### src/rtl/gpio_sect_pkg.sv
package gpio_sect_pkg;
    localparam int NUM_SECT  = 4;
    localparam int SECT_PINS = 8;
    localparam int DATA_W    = 32;
    localparam int WIN_AW    = 6;
    localparam int SECT_AW   = $clog2(NUM_SECT);
    localparam int ADDR_W    = SECT_AW + WIN_AW;
    localparam int NUM_PINS  = NUM_SECT * SECT_PINS;

    // register offsets inside a section window
    localparam logic [WIN_AW-1:0] OFF_MSTAT  = 6'h00;
    localparam logic [WIN_AW-1:0] OFF_RAW    = 6'h04;
    localparam logic [WIN_AW-1:0] OFF_MSKSET = 6'h08;
    localparam logic [WIN_AW-1:0] OFF_MSKCLR = 6'h0C;
    localparam logic [WIN_AW-1:0] OFF_DIR    = 6'h10;
    localparam logic [WIN_AW-1:0] OFF_OUT    = 6'h14;
    localparam logic [WIN_AW-1:0] OFF_IN     = 6'h18;
    localparam logic [WIN_AW-1:0] OFF_LVL    = 6'h20;

    typedef logic [SECT_PINS-1:0] lane_t;

    typedef struct packed {
        lane_t dir;
        lane_t dout;
        lane_t mask;
        lane_t stat;
        lane_t lvl;
    } sect_regs_t;

    localparam sect_regs_t SECT_RESET = '{
        dir:  '1,
        dout: '0,
        mask: '1,
        stat: '0,
        lvl:  '0
    };

    function automatic logic [SECT_AW-1:0] sect_of(input logic [ADDR_W-1:0] a);
        return a[ADDR_W-1:WIN_AW];
    endfunction

    function automatic logic [WIN_AW-1:0] off_of(input logic [ADDR_W-1:0] a);
        return a[WIN_AW-1:0];
    endfunction
endpackage

### src/rtl/gpio_sync2.sv
module gpio_sync2 #(
    parameter int W = 8
) (
    input  logic         clk,
    input  logic         rst,
    input  logic [W-1:0] d,
    output logic [W-1:0] q
);
    logic [W-1:0] stage1;

    always_ff @(posedge clk) begin
        if (rst) begin
            stage1 <= '0;
            q      <= '0;
        end else begin
            stage1 <= d;
            q      <= stage1;
        end
    end
endmodule

### src/rtl/gpio_sect_bank.sv
module gpio_sect_bank
    import gpio_sect_pkg::*;
(
    input  logic              clk,
    input  logic              rst,
    input  logic              hit,
    input  logic              we,
    input  logic [WIN_AW-1:0] off,
    input  lane_t             wdata,
    input  lane_t             syn,
    output lane_t             rbyte,
    output lane_t             dout,
    output lane_t             oe,
    output lane_t             mstat
);
    sect_regs_t r;
    lane_t      prev;
    lane_t      set_v;
    lane_t      clr_v;
    logic       wr;

    assign wr    = hit && we;
    assign set_v = (r.lvl & syn) | (~r.lvl & syn & ~prev);
    assign clr_v = (wr && off == OFF_RAW) ? wdata : '0;

    always_ff @(posedge clk) begin
        if (rst) begin
            r    <= SECT_RESET;
            prev <= '0;
        end else begin
            prev   <= syn;
            r.stat <= (r.stat & ~clr_v) | set_v;
            if (wr) begin
                case (off)
                    OFF_MSKSET: r.mask <= r.mask | wdata;
                    OFF_MSKCLR: r.mask <= r.mask & ~wdata;
                    OFF_DIR:    r.dir  <= wdata;
                    OFF_OUT:    r.dout <= wdata;
                    OFF_LVL:    r.lvl  <= wdata;
                    default:    ;
                endcase
            end
        end
    end

    always_comb begin
        case (off)
            OFF_MSTAT:  rbyte = r.stat & ~r.mask;
            OFF_RAW:    rbyte = r.stat;
            OFF_MSKSET: rbyte = r.mask;
            OFF_DIR:    rbyte = r.dir;
            OFF_OUT:    rbyte = r.dout;
            OFF_IN:     rbyte = syn;
            OFF_LVL:    rbyte = r.lvl;
            default:    rbyte = '0;
        endcase
    end

    assign dout  = r.dout;
    assign oe    = ~r.dir;
    assign mstat = r.stat & ~r.mask;

    AST_SET_WINS: assert property (@(posedge clk) disable iff (rst)
        (|set_v) |=> ((r.stat & $past(set_v)) == $past(set_v)));
    AST_STATUS_HOLD: assert property (@(posedge clk) disable iff (rst)
        (clr_v == '0) |=> ((r.stat & $past(r.stat)) == $past(r.stat)));
    AST_STATUS_CLEAR: assert property (@(posedge clk) disable iff (rst)
        (|(clr_v & ~set_v)) |=> ((r.stat & $past(clr_v & ~set_v)) == '0));
    AST_MASK_SET: assert property (@(posedge clk) disable iff (rst)
        (wr && off == OFF_MSKSET) |=> ((r.mask & $past(wdata)) == $past(wdata)));
    AST_MASK_CLEAR: assert property (@(posedge clk) disable iff (rst)
        (wr && off == OFF_MSKCLR) |=> ((r.mask & $past(wdata)) == '0));
endmodule

### src/rtl/gpio_sect_ctrl.sv
module gpio_sect_ctrl
    import gpio_sect_pkg::*;
(
    input  logic                clk,
    input  logic                rst,
    input  logic [ADDR_W-1:0]   bus_addr,
    input  logic                bus_we,
    input  logic                bus_rd,
    input  logic [DATA_W-1:0]   bus_wdata,
    output logic [DATA_W-1:0]   bus_rdata,
    output logic                bus_rvalid,
    input  logic [NUM_PINS-1:0] pin_in,
    output logic [NUM_PINS-1:0] pin_out,
    output logic [NUM_PINS-1:0] pin_oe,
    output logic                irq
);
    logic [NUM_PINS-1:0]           pin_syn;
    lane_t [NUM_SECT-1:0]          rbytes;
    lane_t [NUM_SECT-1:0]          mstats;
    logic  [SECT_AW-1:0]           sect;
    logic  [WIN_AW-1:0]            off;
    logic                          unused_wdata_hi;

    assign sect            = sect_of(bus_addr);
    assign off             = off_of(bus_addr);
    assign unused_wdata_hi = ^bus_wdata[DATA_W-1:SECT_PINS];

    gpio_sync2 #(.W(NUM_PINS)) u_sync (
        .clk (clk),
        .rst (rst),
        .d   (pin_in),
        .q   (pin_syn)
    );

    for (genvar s = 0; s < NUM_SECT; s++) begin : g_sect
        gpio_sect_bank u_bank (
            .clk   (clk),
            .rst   (rst),
            .hit   (sect == SECT_AW'(s)),
            .we    (bus_we),
            .off   (off),
            .wdata (bus_wdata[SECT_PINS-1:0]),
            .syn   (pin_syn[s*SECT_PINS +: SECT_PINS]),
            .rbyte (rbytes[s]),
            .dout  (pin_out[s*SECT_PINS +: SECT_PINS]),
            .oe    (pin_oe[s*SECT_PINS +: SECT_PINS]),
            .mstat (mstats[s])
        );
    end

    always_ff @(posedge clk) begin
        if (rst) begin
            bus_rvalid <= 1'b0;
            bus_rdata  <= '0;
        end else begin
            bus_rvalid <= bus_rd;
            bus_rdata  <= bus_rd ? {{(DATA_W-SECT_PINS){1'b0}}, rbytes[sect]} : '0;
        end
    end

    assign irq = |mstats;

    AST_RDATA_NARROW: assert property (@(posedge clk) disable iff (rst)
        bus_rdata[DATA_W-1:SECT_PINS] == '0);
    AST_RVALID_TIMING: assert property (@(posedge clk) disable iff (rst)
        bus_rd |=> bus_rvalid);
endmodule

### config.mk
export PLATFORM = sky130hd
export DESIGN_NAME = gpio_sect_ctrl
export DESIGN_NICKNAME = d
export VERILOG_FILES = /design/src/rtl/gpio_sect_pkg.sv /design/src/rtl/gpio_sync2.sv /design/src/rtl/gpio_sect_bank.sv /design/src/rtl/gpio_sect_ctrl.sv
export SDC_FILE = /design/constraint.sdc
export NUM_CORES = 1
export LEC_CHECK = 0
export ABC_CLOCK_PERIOD_IN_PS = 2500
export BUFFER_PORTS_ARGS = -buffer_cell sky130_fd_sc_hd__buf_2
export CAP_MARGIN = 25
export CORE_MARGIN = 2
export CORE_UTILIZATION = 58
export DETAILED_ROUTE_END_ITERATION = 10
export GPL_TIMING_DRIVEN = 0
export PLACE_DENSITY = 0.82
export SLEW_MARGIN = 5
export SYNTH_ARGS = -nofsm -noshare
export SYNTH_HDL_FRONTEND = slang
export SYNTH_HIERARCHICAL = 1
export SYNTH_SLANG_ARGS = --single-unit
### constraint.sdc
create_clock -name clk -period 2.5 [get_ports clk]
set_clock_uncertainty 0.05 [all_clocks]
set_input_delay 0.5 -clock clk [delete_from_list [all_inputs] [get_ports clk]]
set_output_delay 0.5 -clock clk [all_outputs]
set_load 0.01 [all_outputs]
Word-level counts from Yosys, hierarchy flattened
Cells that the tools add are included. W data, S select, Z words.

Muxes and demuxes: 14. Bitwise logic cells: 58. Reduce and logical (&&, ||, !) cells: 29. Equal/unequal tests: 10. $lt $le $gt $ge: 1.

Operators with widths (count): $pmux W8 S7 (4); $and A8 B8 Y8 (24); $not A8 Y8 (21); $or A8 B8 Y8 (12); $pmux W8 S2 (4); $mux W8 (5); $reduce_and A2 Y1 (16); $reduce_or A32 Y1 (1); $eq A6 B5 Y1 const B (3); $bmux W8 S2 (1); $eq A6 B4 Y1 const B (2); $logic_and A1 B1 Y1 (8); $eq A6 B3 Y1 const B (1); $eq A6 B6 Y1 const B (1); $logic_not A6 Y1 (1); $eq A2 B2 Y1 const B (2); $lt A2 B3 Y1 const B (1); $eq A2 B1 Y1 const B (1); $logic_not A2 Y1 (1); $reduce_bool A2 Y1 (1); $reduce_or A2 Y1 (1); $not A1 Y1 (1).

Input port bits: 76. Logic and storage cells: 141. Output and inout bits: 98. Bits in registers: 289.

Logic depth before layout (Yosys ltp)
Gate-level depths: netlist of the first run.

Word-level depth: 7. Gate-level depth with buffers: 7. Mapped depth without buffers: 5.

Cells and area by module
Netlist of the first run, hierarchy kept.

Modules (own cells, without submodules): gpio_sect_bank (cells an instance 290, area each 2645.0 µm², times used 4, seq. area each 960.9 µm²); gpio_sync2 (cells an instance 135, area each 1918.1 µm², times used 1, seq. area each 1281.2 µm²); gpio_sect_ctrl (cells an instance 69, area each 728.2 µm², times used 1, seq. area each 180.2 µm²).

Least setup slack after synthesis of the first run
Ideal clock, no wire load.

Path type: input -> register. Start: in bus_addr[3]. End: reg bus_rdata[0]. Required time: 2.322 ns. Arrival: 2.060 ns. Cell stages on the path: 7. Setup slack: 0.262 ns. Library setup time: 0.128 ns. Buffers on the path: 3. Cells stage by stage: buf_2 -> buf_2 -> clkbuf_1 -> a2bb2oi_1 -> o221ai_2 -> mux4_1 -> nor2b_1.

RTL lines: from (decl) (RTL line gpio_sect_ctrl.sv:6) `input logic [ADDR_W-1:0] bus_addr,`; to (signal assigned) (RTL line gpio_sect_ctrl.sv:57) `bus_rdata <= bus_rd ? {{(DATA_W-SECT_PINS){1'b0}}, rbytes[sect]} : '0;`; to (decl) (RTL line gpio_sect_ctrl.sv:10) `output logic [DATA_W-1:0] bus_rdata,`.

==> qor.csv, run 1 <==
metric;value;unit
status;finished with violations;
failing checks;setup timing;
Leak;6.40;nW
Worst-Margin Slew;792;ps
n_diodes;0;
grt ovf;0;
DRT Pass-1 Iters;6;
reg2reg start;g_sect[3].u_bank/dout[2];
Max Clk Rate;399;MHz
Initial Util;58.8;%
final non-filler cell total;1850;
GRT Resource Usage Total;32.4;%
kind of critical path;reg2out;
flop2flop setup slack;600;ps
post-DP HPWL;26800;µm
PwrDens;606;mW/mm²
Synth cell types;39;
input/output buffers;125;
endpoint of the worst hold path;u_sync/stage1[23];
total CTS buffers;27;
CTS tree;done;
vias in the first global route;11177;
Hold Crit Start;pin_in[23];
Clock Sinks;265;
# setup viols final;1;
Final period util;100;%
max-cap violations;0;
commonest non-fill, non-tap cell in the layout;dfxtp_1;
Clock Root Buffer;clkbuf_16;
die height;155;µm
Rel. slew slack;47.2;%
die width;155;µm
num rows;55;
Critical Path End Type;output pin;
CTS max path bufs;3;
1st-iter DRT viols;1406;
Required @ worst endpoint;1950;ps
worst-skew pair later-pin latency;550;ps
largest net degree at the start of global routing;27;
hold path depth;2;
Core Footprint;0.0225;mm²
layout cells sized above 1;28.1;%
Mapped Area;0.0132;mm²
global-route wire length before repair;61200;µm
R2R depth;5;
post-synthesis cell count;1364;
DRT antenna net count;0;
vias per cell;6.26;
Reg2Reg Capture Point;bus_rdata[2];
DRC viols;0;
Syn Area/Cell;9.70;µm²
clk slew on worst S/H paths;60;ps
WP data arrival;1950;ps
Setup crit start kind;register;
minimum clock period;2500;ps
total number of vias;11578;
Synth Register Bits;265;
placed cells;1797;
RSZ-0062 raised after global routing;yes;
Hold-fix buffers, CTS;0;
final hold slack;106;ps
Synth Warn #;6;
most frequent cells in the layout;dfxtp_1 (252), buf_2 (158), nor2b_1 (108);
worst setup margin;-4.55;ps
critical path peak fanout;3;
initial antenna violation count;0;
GPL Wtd Cong;0.969;
HP Class;in2reg;
P&R area growth vs syn;16.1;%
post-synthesis sequential area ratio;40.1;%
DRT Wirelength;40100;µm
Max IR drop VDD;576;µV
H-tree levels;1;
final number of hold-violating endpoints;0;
drt wl/cell;21.7;µm
Filler Cell Count;1742;
Boundary Pins;174;
Total Nets Final;1621;
max-slew violation count;0;
die area;0.0240;mm²
[stage by stage]
stage | total power, mW | setup WS (ps) | instance area [µm²] | util [%] | setup TNS [ps]
3_5_place_dp | 5.36 | -586 | 14300 | 63.5 | -5150
4_1_cts | 9.30 | -16.2 | 15300 | 67.8 | -16.2
5_1_grt | 9.54 | -19.0 | 15400 | 68.2 | -46.8
3_3_place_gp | 5.34 | -549 | 14300 | 63.5 | -4380
6_report | 9.31 | -4.55 | 15400 | 68.2 | -4.55
2_1_floorplan | 5.02 | 262 | 13300 | - | 0
[worst max-delay path, stage by stage (launching register included)]
cell,delay (ps)
dfxtp_1,410
nor2b_4,70
nor4_4,330
nand4_1,160
or2_4,300
buf_6,130
[timing repair]
item	in CTS	in global routing
setup buffers	3	1
pin swaps	5	8
endpoints found under the setup margin	4	7
resized for setup	18	31
[logic make-up after synthesis]
kind of cell | share of synthesized area [%]
and+or+nand+nor | 25.2
AOI/OAI and AO/OA | 16.6
DFF | 40.1
buffers and inverters | 9.36
muxes | 8.68
other | 0.0284
[power by group]
| part | internal, mW | switching (mW) | total [mW] |
|---|---|---|---|
| Clock | 2.27 | 1.72 | 3.99 |
| Combinational | 0.355 | 0.586 | 0.941 |
| Sequential | 4.32 | 0.0519 | 4.37 |
[metal layers]
layer / part of all wire [%] / wire length (µm) / vias up / GRT usage (%)
li1: - / - / 5235 / -
met1: 38 / 15300 / 5491 / 40.8
met2: 46 / 18600 / 670 / 53.5
met3: 9.3 / 3730 / 182 / 5.24
met4: 6.1 / 2460 / 0 / 17.4
met5: 0 / 0 / - / 0
[synth_stat cells (all sizes together)]
cell type / n / area, µm²
dfxtp: 265 / 5310
nor2b: 178 / 1270
buf: 125 / 918
a21oi: 96 / 480
mux2i: 96 / 961
nand3: 96 / 480
nand2b: 69 / 432
nand4: 66 / 413
o21ai: 64 / 320
clkbuf: 48 / 180
inv: 37 / 139
nor2: 33 / 124
a2bb2oi: 32 / 280
a311o: 32 / 320
a32o: 32 / 320
o221ai: 32 / 480
nor4: 12 / 135
mux4: 8 / 188
or4b: 8 / 80.1
and2: 5 / 32.5
and4b: 4 / 40.0
and4bb: 4 / 50.1
nand4b: 4 / 35.0
nor3: 4 / 40.0
nor3b: 4 / 50.1
nor4b: 4 / 95.1
or4bb: 4 / 45.0
conb: 1 / 3.75
or2: 1 / 6.26
[how the worst max path moves through the flow]
stage	from	end	slack (ps)	depth (start not counted)
final	register	irq	-5	5
after global routing	bus_addr[3]	bus_rdata[0]	-20	8
after CTS	g_sect[0].u_bank/r[10]	irq	-20	5
after detailed placement	bus_addr[2]	bus_rdata[6]	-590	8
after global placement	bus_addr[2]	bus_rdata[6]	-550	8
after floorplan	bus_addr[3]	bus_rdata[0]	260	7
[final cells by class]
cell class | instances | area, µm² | area share (%)
Sequential cell | 265 | 5320 | 34.7
Timing Repair Buffer | 129 | 669 | 4.36
Clock buffer | 37 | 773 | 5.04
Clock inverter | 12 | 98.8 | 0.644
Tap cell | 285 | 357 | 2.32
Buffer | 173 | 1100 | 7.18
Multi-Input combinational cell | 912 | 6890 | 44.9
Inverter | 37 | 139 | 0.904
No activity file was read; power rests on OpenSTA's default activity.
==> run 2: changes to the inputs <==
--- a/config.mk
+++ b/config.mk
@@ -12,6 +12,7 @@
 export CORE_UTILIZATION = 58
 export DETAILED_ROUTE_END_ITERATION = 10
 export GPL_TIMING_DRIVEN = 0
+export MAX_ROUTING_LAYER = met4
 export PLACE_DENSITY = 0.82
 export SLEW_MARGIN = 5
 export SYNTH_ARGS = -nofsm -noshare
==> run 2 against run 1 <==
  * Critical endpoint unchanged
  * Sequential share of layout area about the same
  * The run still ends with setup timing left
  * Sequential power about the same
  * Sequential cell count unchanged
==> qor.csv, run 2 (synthesis gave the netlist of run 1 again) <==
metric;value;unit;change
setup TNS;-78.0;ps;-73.4 ps
fin area;0.0153;mm²;-0.18%
DRT antenna net count;0;;unchanged
final hold slack;118;ps;+11.6 ps
Critical Path Source;g_sect[1].u_bank/r[10];;
Total Nets Final;1620;;-0.062%
max-slew violation count;0;;unchanged
RSZ-0062 raised after global routing;yes;;
grt ovf;0;;unchanged
GPL Wtd Cong;0.997;;+2.9%
Area after DPL;0.0143;mm²;unchanged
failing checks;setup timing;;
Clock Root Buffer;clkbuf_16;;
crit-path cells;nor2b_4 -> nor4_4 -> nand4_1 -> or2_1 -> buf_2;;
die width;155;µm;unchanged
Logic pwr share;9.8;%;-0.3 points
HP Class;in2reg;;
die area;0.0240;mm²;unchanged
final non-filler cell total;1851;;+0.054%
Boundary Pins;174;;unchanged
clk slew on worst S/H paths;60;ps;about the same
critical path peak fanout;3;;unchanged
NetSw;2.32;mW;-1.7%
Clock Sinks;265;;unchanged
most frequent cells in the layout;dfxtp_1 (259), buf_2 (158), nor2b_1 (114);;
worst-skew pair later-pin latency;540;ps;about the same
clock power share;44.0;%;+1.1 points
die height;155;µm;unchanged
Core Footprint;0.0225;mm²;unchanged
Max IR drop VDD;558;µV;-3.0%
placed cells;1797;;unchanged
reg2reg start;g_sect[3].u_bank/dout[5];;
total number of vias;11482;;-0.83%
# setup viols final;1;;unchanged
Hold-fix buffers, CTS;0;;unchanged
CTS max path bufs;3;;unchanged
Rel. slew slack;46.8;%;-0.37 points
DRT Pass-1 Iters;6;;unchanged
initial antenna violation count;0;;unchanged
total CTS buffers;29;;+7.4%
commonest non-fill, non-tap cell in the layout;dfxtp_1;;
n_diodes;0;;unchanged
Setup crit start kind;register;;
Final period util;103;%;+2.9 points
CTS tree;done;;
status;finished with violations;;
DRC viols;0;;unchanged
overall power;9.48;mW;+1.8%
final number of hold-violating endpoints;0;;unchanged
R2R depth;5;;unchanged
switching part of the total;24.5;%;-0.87 points
largest net degree at the start of global routing;27;;unchanged
minimum clock period;2580;ps;+73.4 ps
layout cells sized above 1;26.9;%;-1.1 points
max-cap violations;0;;unchanged
WP data arrival;2030;ps;+80 ps
H-tree levels;1;;unchanged
Int Power;7.15;mW;+3.0%
GRT Resource Usage Total;33.2;%;+0.75 points
Worst path max stage delay;330;ps;-80 ps
Leak;6.40;nW;about the same
Max Clk Rate;388;MHz;-2.8%
Initial Util;58.8;%;unchanged
kind of critical path;reg2out;;
vias in the first global route;10925;;-2.3%
slowest stage cell, crit path;dfxtp_2;;
DRT Wirelength;39800;µm;-0.93%
global-route wire length before repair;60800;µm;-0.63%
Required @ worst endpoint;1950;ps;about the same
PwrDens;618;mW/mm²;+2.0%
Finished Core Util;68.1;%;-0.12 points
Critical Path End Type;output pin;;
worst setup margin;-78.0;ps;-73.4 ps
drt wl/cell;21.5;µm;-0.99%
placement-stage worst setup slack;-654;ps;-67.7 ps
input/output buffers;125;;unchanged
P&R area growth vs syn;15.9;%;
vias per cell;6.20;;-0.88%
flop2flop setup slack;600;ps;about the same
1st-iter DRT viols;1425;;+1.4%
Critical Path End;irq;;
post-DP HPWL;26900;µm;+0.14%
Flop pwr share;46.1;%;-0.9 points
Reg2Reg Capture Point;bus_rdata[5];;
num rows;55;;unchanged
Filler Cell Count;1763;;+1.2%
Worst-Margin Slew;797;ps;+5.56 ps
==> run 2: changes by cell type in the layout (fill, tap and decap cells not counted), moves of 2 or more <==
cell / delta
clkbuf_1: +2
nor2b_4: -4
nor2b_2: -2
nor4_1: +2
dfxtp_1: +7
dfxtp_2: -7
buf_4: -3
inv_6: -2
clkbuf_16: +2
nor2b_1: +6
==> run 2: cell type report <==
cell class / instances / area, µm² / share of cell area, %
flip-flops and latches: 265 / 5310 / 34.7
well taps: 285 / 357 / 2.33
clock inverters: 12 / 116 / 0.759
multi-input cells: 912 / 6840 / 44.6
repair buffers: 126 / 641 / 4.18
inverters: 37 / 139 / 0.906
clock buffers: 41 / 821 / 5.36
plain buffers: 173 / 1110 / 7.22
==> run 2: power groups by stage <==
stage	sequential (mW)	combinational (mW)	clock, mW
floorplan	4.44	0.580	0
global placement	4.46	0.883	0
detailed placement	4.46	0.899	0
CTS	4.37	0.905	4.21
global route	4.38	0.977	4.38
finish	4.37	0.932	4.17
==> run 2: how the worst min path moves through the flow <==
stage,depth (start not counted),endpoint,startpoint,slack (ps)
after floorplan,1,u_sync/q[29],u_sync/stage1[29],360
after global placement,1,u_sync/q[27],u_sync/stage1[27],370
after detailed placement,1,u_sync/q[2],u_sync/stage1[2],370
after CTS,2,u_sync/stage1[28],pin_in[28],110
after global routing,2,u_sync/stage1[28],pin_in[28],110
final,2,u_sync/stage1[8],pin_in[8],120
==> run 2: worst max-delay path: cells and delay by family (launching register included) <==
family,cells,cell delay (ps)
flops,1,330
buf+inv,1,160
simple gates,4,1000
==> run 2: timing repair <==
action	4_1_cts	5_1_grt
resized for setup	4	26
setup endpoints to repair	6	5
pin swaps	3	4
endpoints found under the hold margin	0	0
setup buffers	0	1
cloned	0	0
==> run 2: metal layers <==
metal / vias to the layer above / share of wire [%] / routed length, µm / GRT usage (%)
li1: 5242 / - / - / -
met2: 645 / 47 / 18700 / 53.4
met3: 131 / 9.1 / 3640 / 4.01
met5: - / 0 / 0 / -
met4: 0 / 4.9 / 1950 / 14.9
met1: 5464 / 39 / 15500 / 42.0
